### src/rtl/sbs_pkg.sv
package sbs_pkg;

    typedef enum logic [3:0] {
        ST_IDLE,
        ST_PRE,
        ST_TRP,
        ST_ACT,
        ST_TRCD,
        ST_COL,
        ST_CAS,
        ST_RDAT,
        ST_WDAT
    } seq_state_t;

    typedef enum logic [2:0] {
        CMD_NOP,
        CMD_PRECHARGE,
        CMD_ACTIVATE,
        CMD_READ,
        CMD_WRITE
    } sd_cmd_t;

    // control pin order: cs_n, ras_n, cas_n, we_n
    typedef struct packed {
        logic cs_n;
        logic ras_n;
        logic cas_n;
        logic we_n;
    } sd_pins_t;

    localparam int PRECHARGE_AP_BIT = 10;

endpackage

### src/rtl/sbs_cmd_enc.sv
module sbs_cmd_enc
    import sbs_pkg::*;
(
    input  sd_cmd_t  cmd,
    output sd_pins_t pins
);

    always_comb begin
        unique case (cmd)
            CMD_PRECHARGE: pins = '{cs_n: 1'b0, ras_n: 1'b0, cas_n: 1'b1, we_n: 1'b0};
            CMD_ACTIVATE:  pins = '{cs_n: 1'b0, ras_n: 1'b0, cas_n: 1'b1, we_n: 1'b1};
            CMD_READ:      pins = '{cs_n: 1'b0, ras_n: 1'b1, cas_n: 1'b0, we_n: 1'b1};
            CMD_WRITE:     pins = '{cs_n: 1'b0, ras_n: 1'b1, cas_n: 1'b0, we_n: 1'b0};
            default:       pins = '{cs_n: 1'b0, ras_n: 1'b1, cas_n: 1'b1, we_n: 1'b1};
        endcase
    end

endmodule

### src/rtl/sbs_wait_cnt.sv
module sbs_wait_cnt #(
    parameter int CNT_W = 5
) (
    input  logic             clk,
    input  logic             rst_n,
    input  logic             load,
    input  logic [CNT_W-1:0] load_val,
    output logic [CNT_W-1:0] count,
    output logic             expired
);

    logic [CNT_W-1:0] cnt_q;

    always_ff @(posedge clk or negedge rst_n) begin
        if (!rst_n) begin
            cnt_q <= '0;
        end else if (load) begin
            cnt_q <= load_val;
        end else if (cnt_q != '0) begin
            cnt_q <= cnt_q - 1'b1;
        end
    end

    assign count   = cnt_q;
    assign expired = (cnt_q == '0);

endmodule

### src/rtl/sbs_rd_capture.sv
module sbs_rd_capture #(
    parameter int DATA_W = 16
) (
    input  logic              clk,
    input  logic              rst_n,
    input  logic              cap_en,
    input  logic              cap_last,
    input  logic [DATA_W-1:0] dq_in,
    output logic              rd_valid,
    output logic [DATA_W-1:0] rd_data,
    output logic              rd_done
);

    always_ff @(posedge clk or negedge rst_n) begin
        if (!rst_n) begin
            rd_valid <= 1'b0;
            rd_done  <= 1'b0;
            rd_data  <= '0;
        end else begin
            rd_valid <= cap_en;
            rd_done  <= cap_en & cap_last;
            if (cap_en) begin
                rd_data <= dq_in;
            end
        end
    end

endmodule

### src/rtl/sdram_burst_seq.sv
module sdram_burst_seq
    import sbs_pkg::*;
#(
    parameter int BANK_W  = 2,
    parameter int ROW_W   = 13,
    parameter int COL_W   = 9,
    parameter int DATA_W  = 16,
    parameter int BURST   = 8,
    parameter int T_RP    = 3,
    parameter int T_RCD   = 10,
    parameter int CAS_LAT = 2
) (
    input  logic                    clk,
    input  logic                    rst_n,
    input  logic                    req_valid,
    input  logic                    req_write,
    input  logic [BANK_W-1:0]       req_bank,
    input  logic [ROW_W-1:0]        req_row,
    input  logic [COL_W-1:0]        req_col,
    input  logic [BURST*DATA_W-1:0] req_wdata,
    output logic                    busy,
    output logic                    rd_valid,
    output logic [DATA_W-1:0]       rd_data,
    output logic                    rd_done,
    output logic                    sd_cs_n,
    output logic                    sd_ras_n,
    output logic                    sd_cas_n,
    output logic                    sd_we_n,
    output logic [BANK_W-1:0]       sd_ba,
    output logic [ROW_W-1:0]        sd_addr,
    output logic [DATA_W-1:0]       sd_dq_out,
    output logic                    sd_dq_oe,
    input  logic [DATA_W-1:0]       sd_dq_in
);

    localparam int WDATA_W = BURST * DATA_W;
    localparam int LONGEST = (T_RCD > BURST) ? T_RCD : BURST;
    localparam int CNT_W   = $clog2(LONGEST + T_RP + CAS_LAT) + 1;
    localparam int BEAT_W  = $clog2(BURST);

    seq_state_t state_q, state_d;

    logic               wr_q;
    logic [BANK_W-1:0]  bank_q;
    logic [ROW_W-1:0]   row_q;
    logic [COL_W-1:0]   col_q;
    logic [WDATA_W-1:0] wdata_q;

    logic               tmr_load;
    logic [CNT_W-1:0]   tmr_val;
    logic [CNT_W-1:0]   tmr_count;
    logic               tmr_done;

    sd_cmd_t            cmd;
    sd_pins_t           pins;
    logic [BEAT_W-1:0]  beat;
    logic               cap_en;
    logic               cap_last;

    // state register and request capture
    always_ff @(posedge clk or negedge rst_n) begin
        if (!rst_n) begin
            state_q <= ST_IDLE;
            wr_q    <= 1'b0;
            bank_q  <= '0;
            row_q   <= '0;
            col_q   <= '0;
            wdata_q <= '0;
        end else begin
            state_q <= state_d;
            if (state_q == ST_IDLE && req_valid) begin
                wr_q    <= req_write;
                bank_q  <= req_bank;
                row_q   <= req_row;
                col_q   <= req_col;
                wdata_q <= req_wdata;
            end
        end
    end

    // transitions
    always_comb begin
        state_d = state_q;
        unique case (state_q)
            ST_IDLE: if (req_valid) state_d = ST_PRE;
            ST_PRE:  state_d = ST_TRP;
            ST_TRP:  if (tmr_done) state_d = ST_ACT;
            ST_ACT:  state_d = ST_TRCD;
            ST_TRCD: if (tmr_done) state_d = ST_COL;
            ST_COL:  state_d = wr_q ? ST_WDAT : ST_CAS;
            ST_CAS:  if (tmr_done) state_d = ST_RDAT;
            ST_RDAT: if (tmr_done) state_d = ST_IDLE;
            ST_WDAT: if (tmr_done) state_d = ST_IDLE;
            default: state_d = ST_IDLE;
        endcase
    end

    // wait lengths: a state that lasts N cycles is loaded with N-1 on entry
    always_comb begin
        tmr_load = (state_d != state_q);
        unique case (state_d)
            ST_TRP:  tmr_val = CNT_W'(T_RP - 2);
            ST_TRCD: tmr_val = CNT_W'(T_RCD - 2);
            ST_CAS:  tmr_val = CNT_W'(CAS_LAT - 2);
            ST_RDAT: tmr_val = CNT_W'(BURST - 1);
            ST_WDAT: tmr_val = CNT_W'(BURST - 2);
            default: tmr_val = '0;
        endcase
    end

    sbs_wait_cnt #(
        .CNT_W (CNT_W)
    ) u_wait (
        .clk      (clk),
        .rst_n    (rst_n),
        .load     (tmr_load),
        .load_val (tmr_val),
        .count    (tmr_count),
        .expired  (tmr_done)
    );

    assign beat = (state_q == ST_WDAT)
                ? BEAT_W'(BURST - 1) - tmr_count[BEAT_W-1:0]
                : '0;

    // outputs
    always_comb begin
        cmd       = CMD_NOP;
        sd_ba     = '0;
        sd_addr   = '0;
        sd_dq_oe  = 1'b0;
        sd_dq_out = '0;
        unique case (state_q)
            ST_PRE: begin
                cmd                       = CMD_PRECHARGE;
                sd_addr[PRECHARGE_AP_BIT] = 1'b1;
            end
            ST_ACT: begin
                cmd     = CMD_ACTIVATE;
                sd_ba   = bank_q;
                sd_addr = row_q;
            end
            ST_COL: begin
                cmd                       = wr_q ? CMD_WRITE : CMD_READ;
                sd_ba                     = bank_q;
                sd_addr[COL_W-1:0]        = col_q;
                sd_addr[PRECHARGE_AP_BIT] = 1'b1;
                sd_dq_oe                  = wr_q;
                sd_dq_out                 = wr_q ? wdata_q[DATA_W-1:0] : '0;
            end
            ST_WDAT: begin
                sd_dq_oe  = 1'b1;
                sd_dq_out = wdata_q[beat*DATA_W +: DATA_W];
            end
            default: begin
                cmd = CMD_NOP;
            end
        endcase
    end

    sbs_cmd_enc u_enc (
        .cmd  (cmd),
        .pins (pins)
    );

    assign sd_cs_n  = pins.cs_n;
    assign sd_ras_n = pins.ras_n;
    assign sd_cas_n = pins.cas_n;
    assign sd_we_n  = pins.we_n;
    assign busy     = (state_q != ST_IDLE);

    assign cap_en   = (state_q == ST_RDAT);
    assign cap_last = tmr_done;

    sbs_rd_capture #(
        .DATA_W (DATA_W)
    ) u_cap (
        .clk      (clk),
        .rst_n    (rst_n),
        .cap_en   (cap_en),
        .cap_last (cap_last),
        .dq_in    (sd_dq_in),
        .rd_valid (rd_valid),
        .rd_data  (rd_data),
        .rd_done  (rd_done)
    );

endmodule

### config.mk
export PLATFORM = sky130hd
export DESIGN_NAME = sdram_burst_seq
export DESIGN_NICKNAME = d
export VERILOG_FILES = /design/src/rtl/sbs_pkg.sv /design/src/rtl/sbs_cmd_enc.sv /design/src/rtl/sbs_wait_cnt.sv /design/src/rtl/sbs_rd_capture.sv /design/src/rtl/sdram_burst_seq.sv
export SDC_FILE = /design/constraint.sdc
export NUM_CORES = 1
export LEC_CHECK = 0
export BUFFER_PORTS_ARGS = -buffer_cell sky130_fd_sc_hd__buf_2
export CORE_UTILIZATION = 53
export DETAILED_ROUTE_END_ITERATION = 7
export HOLD_SLACK_MARGIN = 0.05
export PLACE_DENSITY = 0.81
export REMOVE_ABC_BUFFERS = 1
export SKIP_LAST_GASP = 1
export SYNTH_ARGS = -nofsm -noshare
export SYNTH_HDL_FRONTEND = slang
export SYNTH_SLANG_ARGS = --single-unit
### constraint.sdc
create_clock -name clk -period 2.45 [get_ports clk]
set_clock_uncertainty 0.15 [all_clocks]
set_input_delay 0 -clock clk [delete_from_list [all_inputs] [get_ports clk]]
set_output_delay 0 -clock clk [all_outputs]
set_load 0.01 [all_outputs]
==> run summary, run 1 <==
Vias in the first global route: 7380
CP max stage cell: or3b_2
Crit Path Max Fanout: 14
Layout cell share with drive strength beyond 1: 43.2%
Synthesized cell area: 8230 sq um
DP Area: 9560 sq um
DRT Wirelength: 24300 um
Number of stages on the worst setup path: 7
First-pass iteration count of the detailed router: 5
Clk sinks: 180
Sw power: 4.36 mW
P&R area growth vs syn: 48.5%
Initial drt markers: 436
Critical Path AT: 2.23 ns
Switching Share: 31.6%
Final period util: 97.2%
Register area share after synthesis: 54.8%
Placed cell count: 952
Gr busiest metal: met2
Met1 usage: 37.0%
Met3 Usage GRT: 8.98%
Synth warn: 0
Syn Inst Count: 557
Critical Path Start Type: flip-flop
Tmin final: 2.38 ns
CP Buf/Inv Count: 3
Combinational power share: 38.5%
Worst VDD drop: 0.698 mV
Post-DRT Antenna Nets: 0
Total Routing Usage GR: 32.1%
Ports: 227
TritonCTS clock tree: built
Core footprint: 15200 sq um
Type of the worst min-delay path: input pin to flip-flop
Chip Height: 127 um
Final net count: 1157
Clock buffer count from CTS: 17
Lkg Pwr: 5.66 nW
Worst-Skew Late Latency: 0.43 ns
Clock Tree Root: clkbuf_16
Worst reg2reg path depth: 4
Final hold vios: 0
Hold depth: 3
Number of synthesized flops with an enable pin: 0
First-pass GRT wire length: 38700 um
Unrepaired setup endpoints after global routing: no
Max-Cap Viols: 0
CP delay by family, top: simple AND/OR/NAND/NOR gates
Clk network pwr share: 21.4%
Largest net degree at the start of global routing: 62
Critical path cell sequence: buf_4 -> or3b_2 -> nor2_2 -> buf_6 -> nor2_1 -> nor2b_1 -> buf_2
Outcome: complete, no violations
Final GP Congestion: 0.791
Initial antenna violation count: 2
Setup violations, final: 0
Critical path class: flip-flop to output port
Most common cell after layout, fill and taps aside: buf_2
PwrDens: 1130 nW/um^2
Fin. max-slew vios: 0
DP HPWL: 13000 um
Top_reg_cell synth: dfrtp_1
Met2 GRT Util: 56.4%
Async set-reset flop share out of synthesis: 100%
Routed vias: 6553
Initial core utilization: 54.1%
H-Tree Depth: 4
Via density: 5.53
Fmax achieved: 420 MHz
WL/cell: 20.5 um
Non-Filler Instances: 1186
FF+latch count, synth: 180
Commonest cells after routing, fill and taps aside: 224 x buf_2, 192 x dlygate4sd3_1, 175 x dfrtp_1, 99 x mux2_2, 70 x mux2_1
CTS clk-pin slew, worst paths: 0.07 ns
Critical Path RT: 2.30 ns
Sequential share of power: 40.1%
Cell variety after synth: 44
Remaining DRCs: 0
Critical Path Max Stage Delay: 0.48 ns
Port buffer count: 225
Int Pwr: 9.43 mW
Maximum clock insertion buffer count: 2
Std cell rows: 45
Die width: 127 um
Die Area: 16000 sq um
Grt total ovfl: 0
Crit end category: output port
Synth Area per Inst: 14.8 sq um
Final instance area: 12200 sq um
final cells by class:
type | instances | area [sq um]
Antenna cell | 2 | 5.00
Clock buffer | 21 | 460
Clock inverter | 11 | 173
Fill cell | 787 | 2980
Inverter | 10 | 37.5
Multi-Input combinational cell | 329 | 3450
Sequential cell | 180 | 4510
Tap cell | 188 | 235
Timing Repair Buffer | 445 | 3350
sequential cells by signal (all words and copies together), names as in the netlist:
register	cells
bank_q	2
col_q	9
row_q	13
state_q	4
u_cap.rd_data	16
u_cap.rd_done	1
u_cap.rd_valid	1
u_wait.count	5
wdata_q	128
wr_q	1
power by group through the flow:
| stage | Clock (mW) | Combinational, mW | Sequential [mW] |
|---|---|---|---|
| floorplan | 0 | 3.18 | 5.35 |
| global placement | 0 | 4.31 | 5.31 |
| detailed placement | 0 | 4.54 | 5.44 |
| CTS | 2.96 | 5.05 | 5.40 |
| global route | 3.11 | 5.68 | 5.66 |
| finish | 2.95 | 5.31 | 5.52 |
repair_timing:
| item | 4_1_cts | 5_1_grt |
|---|---|---|
| endpoints found under the setup margin | 16 | 24 |
| endpoints found under the hold margin | 350 | 0 |
| resized for setup | 4 | 7 |
| hold buffers | 193 | 0 |
| setup buffers | 0 | 7 |
worst min-delay path, delay by kind of cell:
| kind | cells | cell delay [ns] |
|---|---|---|
| mux | 1 | 0.11 |
| buf+inv | 2 | 0.60 |
kinds of logic (layout without fill, tap and decap cells):
group	after synthesis	after routing	synth area share (%)
AOI/OAI and AO/OA	45	45	4.03
xor gates and xnor gates	3	3	0.319
adders and majority gates	3	3	0.426
buffers and inverters	48	487	3.54
DFF	180	180	54.8
muxes	202	202	32.0
other	1	3	0.0456
and+or+nand+nor	75	75	4.87
metal layers:
metal	vias up	part of all wire [%]
met2	332	52
met5	-	0
met3	64	7.3
li1	2880	-
met4	0	2.8
met1	3277	38
metrics by stage:
step | util (%) | hold WS (ns) | power (mW) | TNS (ns) | setup slack [ns]
after global placement | 62.9 | -0.188 | 9.62 | 0 | 0.436
after CTS | 79.9 | 0.152 | 13.4 | 0 | 0.00408
after floorplan | - | -0.446 | 8.54 | -151.23 | -0.991
after detailed placement | 62.9 | -0.182 | 9.97 | 0 | 0.343
after global routing | 80.4 | 0.157 | 14.5 | 0 | 0.00483
final | 80.4 | 0.158 | 13.8 | 0 | 0.0677
synthesized netlist by cell type, types with 3 or more instances:
library cell,number,area share (%)
mux2_1,70,9.6
mux2_2,99,14
clkbuf_1,9,0.41
a22o_1,10,1.1
o22ai_1,3,0.23
a21oi_1,5,0.30
buf_6,11,1.5
buf_4,3,0.27
inv_1,10,0.46
nor2b_1,3,0.23
dfrtp_1,180,55
and2_1,5,0.38
a22oi_1,16,1.5
nor2_1,9,0.41
xnor2_1,3,0.32
mux4_2,32,8.8
buf_2,14,0.85
nor2_2,3,0.23
o21ai_0,4,0.24
nand2_1,40,1.8
path summary, 6_finish.rpt:
check | end | startpoint | slack [ns]
max | sd_ba[1] | state_q[0]$_DFF_PN0_ | 0.07
max reg2reg | wdata_q[54]$_DFFE_PN0P_ | state_q[1]$_DFF_PN0_ | 0.10
min in group asynchronous | wdata_q[50]$_DFFE_PN0P_ | rst_n | 0.61
min | wdata_q[59]$_DFFE_PN0P_ | req_wdata[59] | 0.16
max in group asynchronous | state_q[3]$_DFF_PN0_ | rst_n | 1.21
min reg2reg | wdata_q[59]$_DFFE_PN0P_ | wdata_q[59]$_DFFE_PN0P_ | 0.34
Note: power is estimated with default switching activity, not from simulation.
==> run 2: changes to the inputs <==
==> constraint.sdc (replaced) <==
create_clock -name clk -period 2.6 [get_ports clk]
set_clock_uncertainty 0.15 [all_clocks]
set_input_delay 0 -clock clk [delete_from_list [all_inputs] [get_ports clk]]
set_output_delay 0 -clock clk [all_outputs]
set_load 0.01 [all_outputs]
==> run 2 against run 1 <==
Against the previous run:
- non-clock buffer count fell by 34
- wire length fell by 4.2%
- count of clock-buffer cells in the layout fell by 3
- cell count fell by 3.0%
- largest cell class unchanged
==> run summary, run 2 (synthesis gave the netlist of run 1 again) <==
Final net count: 1123
Worst Max-Slew Pin Slew: 0.614 ns
WL/cell: 20.2 um
Crit Path Max Fanout: 12
Largest Register: wdata_q
Lkg Pwr: 5.46 nW
TritonCTS clock tree: built
Place WS: 0.408 ns
Hold WS: 0.157 ns
Critical Path Start Type: flip-flop
Final period util: 96.1%
Setup violations, final: 0
Grt total ovfl: 0
Port buffer count: 225
Commonest cells after routing, fill and taps aside: 224 x buf_2, 175 x dfrtp_1, 172 x dlygate4sd3_1, 99 x mux2_2, 70 x mux2_1
Maximum clock insertion buffer count: 2
Die width: 127 um
Critical Path RT: 2.45 ns
CP delay by family, top: simple AND/OR/NAND/NOR gates
Final core utilization: 77.9%
DP HPWL: 13000 um
Most common cell after layout, fill and taps aside: buf_2
H-Tree Depth: 4
Via density: 5.57
DRT Wirelength: 23300 um
Chip Height: 127 um
Type of the worst min-delay path: input pin to flip-flop
Final GP Congestion: 0.848
Critical Path AT: 2.35 ns
First-pass iteration count of the detailed router: 5
Clk sinks: 180
Crit end category: output port
Max-Cap Viols: 0
PwrDens: 1040 nW/um^2
Post-DRT Antenna Nets: 0
Worst VDD drop: 0.739 mV
Biggest regs: wdata_q (128), u_cap.rd_data (16), row_q (13)
Critical path class: flip-flop to output port
Tmin final: 2.50 ns
Core footprint: 15200 sq um
Largest register FFs: 128
Critical path cell sequence: or4b_4 -> nor2_4 -> buf_6 -> a22oi_1 -> nand2_1 -> buf_2
Remaining DRCs: 0
Std cell rows: 45
Critical Path Max Stage Delay: 0.65 ns
CTS clk-pin slew, worst paths: 0.07 ns
Fmax achieved: 400 MHz
Layout cell share with drive strength beyond 1: 43.3%
Ports: 227
Worst-Skew Late Latency: 0.43 ns
Fin. max-slew vios: 0
P&R area growth vs syn: 44.0%
Initial core utilization: 54.1%
Initial antenna violation count: 0
Final hold vios: 0
Clock Tree Root: clkbuf_16
Final instance area: 11800 sq um
Die Area: 16000 sq um
Routed vias: 6413
CP max stage cell: or4b_4
Final worst setup slack: 0.102 ns
Clock buffer count from CTS: 17
Initial drt markers: 353
Outcome: complete, no violations
Slew headroom: 59.1%
CP Buf/Inv Count: 2
DP Area: 9510 sq um
Total power: 12.3 mW
Vias in the first global route: 7106
Total Routing Usage GR: 30.1%
Largest net degree at the start of global routing: 81
First-pass GRT wire length: 36400 um
Unrepaired setup endpoints after global routing: no
[run 2: cell types whose count changed in the layout (fill, tap and decap cells not counted), sizes merged, moves of 3 or more]
cell | before | now
inv | 13 | 17
clkbuf | 21 | 18
bufinv | 4 | 1
buf | 253 | 239
dlygate4sd3 | 192 | 172
clkinvlp | 1 | 4
[run 2: power breakdown]
| part | total, mW | switching [mW] | leakage [nW] | internal (mW) |
|---|---|---|---|---|
| combinational | 4.52 | 1.87 | 3.04 | 2.65 |
| sequential | 5.23 | 1.00 | 2.14 | 4.23 |
| clock | 2.57 | 1.20 | 0.274 | 1.38 |
[run 2: per-layer routing]
layer  up-vias  wire length, um  global-route usage [%]
met3        77             1740                    7.59
met5         -                0                       0
met1      3165             8940                    35.4
met2       360            11700                    51.6
met4         0              880                    14.7
li1       2811                -                       -
[run 2: timing repair]
item                       CTS  global route
buffers inserted             0             0
hold buffers               172             0
hold endpoints to repair   350             0
gates resized for setup      2             7
setup endpoints to repair   20            12
[run 2: final timing paths]
kind                                                  start                           to  slack [ns]  cells after the start
worst max-delay path                   state_q[1]$_DFF_PN0_                 sd_dq_out[6]        0.10                      6
max in group asynchronous                             rst_n  u_wait.count[2]$_DFFE_PN0P_        0.97                      4
worst max register to register  u_wait.count[0]$_DFFE_PN0P_  u_wait.count[1]$_DFFE_PN0P_        0.40                      6
worst min register to register      wdata_q[49]$_DFFE_PN0P_      wdata_q[49]$_DFFE_PN0P_        0.34                      1
min in group asynchronous                             rst_n      wdata_q[86]$_DFFE_PN0P_        0.54                      3
worst min-delay path                          req_wdata[48]      wdata_q[48]$_DFFE_PN0P_        0.16                      3
[run 2: cell type report]
type | instances | area [sq um]
clock buffer | 18 | 439
fill | 794 | 3350
timing repair buffer | 411 | 3020
inverter | 10 | 37.5
clock inverter | 14 | 144
tap | 188 | 235
antenna | 1 | 2.50
sequential | 180 | 4510
multi-input combinational | 329 | 3460
[run 2: worst register-to-register path, stage by stage (launching register included)]
cell	delay (ns)
dfrtp_2	0.50
inv_1	0.16
ha_1	0.20
nor4b_4	0.52
o22ai_1	0.17
a21oi_2	0.24
o21ai_0	0.14
[run 2: per-stage QoR]
stage | cells | setup TNS, ns
after global placement | 946 | 0
final | 1151 | 0
after floorplan | 519 | -126.15
after detailed placement | 946 | 0
after CTS | 1150 | 0
after global routing | 1150 | 0
==> run 3: changes to the inputs <==
--- a/config.mk
+++ b/config.mk
@@ -6,10 +6,12 @@
 export NUM_CORES = 1
 export LEC_CHECK = 0
 export BUFFER_PORTS_ARGS = -buffer_cell sky130_fd_sc_hd__buf_2
-export CORE_UTILIZATION = 53
+export CELL_PAD_IN_SITES_DETAIL_PLACEMENT = 0
+export CELL_PAD_IN_SITES_GLOBAL_PLACEMENT = 1
+export CORE_UTILIZATION = 42
 export DETAILED_ROUTE_END_ITERATION = 7
 export HOLD_SLACK_MARGIN = 0.05
-export PLACE_DENSITY = 0.81
+export PLACE_DENSITY_LB_ADDON = 0.1
 export REMOVE_ABC_BUFFERS = 1
 export SKIP_LAST_GASP = 1
 export SYNTH_ARGS = -nofsm -noshare
==> run 3 against run 2 <==
Against the previous run:
- sequential cell count unchanged
- maximum frequency up 0.74%
- hold slack better by 0.0050 ns
- critical path type unchanged
- design area up 3.4%
- combinational power up 3%
==> run summary, run 3 (synthesis gave the netlist of run 1 again) <==
H-Tree Depth: 4
Reg-to-Reg Start: state_q[1]$_DFF_PN0_
Hold endpoint: wdata_q[66]$_DFFE_PN0P_
Final core utilization: 64.6%
Worst Max-Slew Pin Slew: 0.581 ns
Largest Register: wdata_q
CTS clk-pin slew, worst paths: 0.07 ns
Worst r2r dst: wdata_q[48]$_DFFE_PN0P_
Clock buffer count from CTS: 17
Hold Startpoint: req_wdata[66]
Critical Path Start Type: flip-flop
Final hold vios: 0
Critical path class: flip-flop to output port
Slew headroom: 61.3%
Initial drt markers: 323
Fin. max-slew vios: 0
First-pass GRT wire length: 33400 um
Chip Height: 142 um
Ports: 227
Int Pwr: 8.71 mW
Max-Cap Viols: 0
Routed vias: 6138
Critical Path RT: 2.45 ns
Total power: 12.5 mW
Die Area: 20200 sq um
Setup bufs post-CTS: 0
Hold depth: 3
CP delay by family, top: simple AND/OR/NAND/NOR gates
Final period util: 95.4%
Worst reg2reg path depth: 4
R2r setup slk: 0.25 ns
Critical Path Max Stage Delay: 0.56 ns
Switching Share: 30.4%
Sequential share of power: 41.1%
Fmax achieved: 403 MHz
Critical Path AT: 2.33 ns
Ant diodes: 0
Maximum clock insertion buffer count: 2
Clk network pwr share: 21.6%
Critical path cell sequence: buf_4 -> or4b_4 -> nor2_2 -> buf_6 -> a22oi_1 -> nand2_1 -> buf_2
CP max stage cell: or4b_4
Core footprint: 19000 sq um
Die width: 142 um
Clk sinks: 180
Worst-Skew Late Latency: 0.43 ns
Post-DRT Antenna Nets: 0
WL/cell: 16.4 um
Initial core utilization: 43.4%
Combinational power share: 37.3%
Tmin final: 2.48 ns
Layout cell share with drive strength beyond 1: 42.7%
Largest register FFs: 128
Clock Tree Root: clkbuf_16
Total Routing Usage GR: 21.7%
Vias in the first global route: 6644
Lkg Pwr: 5.63 nW
Initial antenna violation count: 0
Final GP Congestion: 0.847
PwrDens: 1020 nW/um^2
Final net count: 1151
Crit end category: output port
CP Buf/Inv Count: 3
Port buffer count: 225
Commonest cells after routing, fill and taps aside: 224 x buf_2, 194 x dlygate4sd3_1, 175 x dfrtp_1, 99 x mux2_2, 70 x mux2_1
Setup violations, final: 0
Outcome: complete, no violations
Remaining DRCs: 0
Sw power: 3.80 mW
Worst VDD drop: 0.496 mV
First-pass iteration count of the detailed router: 4
Most common cell after layout, fill and taps aside: buf_2
DRT Wirelength: 20500 um
Crit Path Max Fanout: 12
Grt total ovfl: 0
TritonCTS clock tree: built
Biggest regs: wdata_q (128), u_cap.rd_data (16), row_q (13)
Via density: 4.91
Type of the worst min-delay path: input pin to flip-flop
DP HPWL: 13300 um
Std cell rows: 50
P&R area growth vs syn: 48.9%
Largest net degree at the start of global routing: 62
Unrepaired setup endpoints after global routing: no
[run 3: cell count changes in the layout (fill, tap and decap cells not counted), moves of 3 or more]
| cell | previous run | this run |
|---|---|---|
| nor2_2 | 0 | 3 |
| nor2_4 | 3 | 0 |
| buf_4 | 7 | 12 |
| dlygate4sd3_1 | 172 | 194 |
[run 3: cell type report]
type / count / area, sq um
timing repair buffer: 439 / 3310
inverter: 10 / 37.5
tap: 260 / 325
sequential: 180 / 4520
clock inverter: 15 / 193
fill: 1452 / 6710
clock buffer: 17 / 425
multi-input combinational: 329 / 3440
[run 3: worst max-delay path by stage]
stage                                      startpoint                       to  slack (ns)  cells after the start
after floorplan                  state_q[1]$_DFF_PN0_  wdata_q[23]$_DFFE_PN0P_       -0.84                      3
after global placement    u_wait.count[2]$_DFFE_PN0P_     state_q[0]$_DFF_PN0_        0.42                      4
after detailed placement  u_wait.count[2]$_DFFE_PN0P_     state_q[0]$_DFF_PN0_        0.46                      4
after CTS                        state_q[1]$_DFF_PN0_            sd_dq_out[11]        0.03                      7
after global routing             state_q[1]$_DFF_PN0_             sd_dq_out[0]        0.01                      7
final                            state_q[1]$_DFF_PN0_             sd_dq_out[0]        0.12                      7
[run 3: worst register-to-register path, stage by stage, from the launching register on]
cell and delay [ns]:
dfrtp_2 0.47, nor4_4 0.44, nand2_8 0.22, mux2_1 0.39
dlygate4sd3_1 0.56
[run 3: repair_timing]
action | in CTS | in global routing
endpoints found under the hold margin | 350 | 0
setup endpoints to repair | 0 | 14
hold buffers | 194 | 0
gates resized for setup | 0 | 7
[run 3: power groups by stage]
stage | clock network (mW) | logic [mW] | registers [mW]
2_1_floorplan | 0 | 3.00 | 5.04
3_3_place_gp | 0 | 4.13 | 5.07
3_5_place_dp | 0 | 4.20 | 5.17
4_1_cts | 2.79 | 4.70 | 5.13
5_1_grt | 2.88 | 5.10 | 5.34
6_report | 2.70 | 4.66 | 5.14
[run 3: metrics by stage]
stage	area, sq um	setup TNS, ns	setup WS, ns	hold WS [ns]	std cells
2_1_floorplan	7970	-126.15	-0.841	-0.446	519
3_3_place_gp	9670	0	0.424	-0.135	1024
3_5_place_dp	9670	0	0.459	-0.118	1024
4_1_cts	12200	0	0.0257	0.146	1250
5_1_grt	12200	0	0.0144	0.169	1250
6_report	12200	0	0.120	0.162	1250
[run 3: metal layers]
metal	GRT usage, %	vias up	wire (um)
li1	-	2877	-
met1	26.9	3030	8740
met2	36.9	205	10100
met3	5.96	26	1300
met4	6.45	0	278
met5	0	-	0
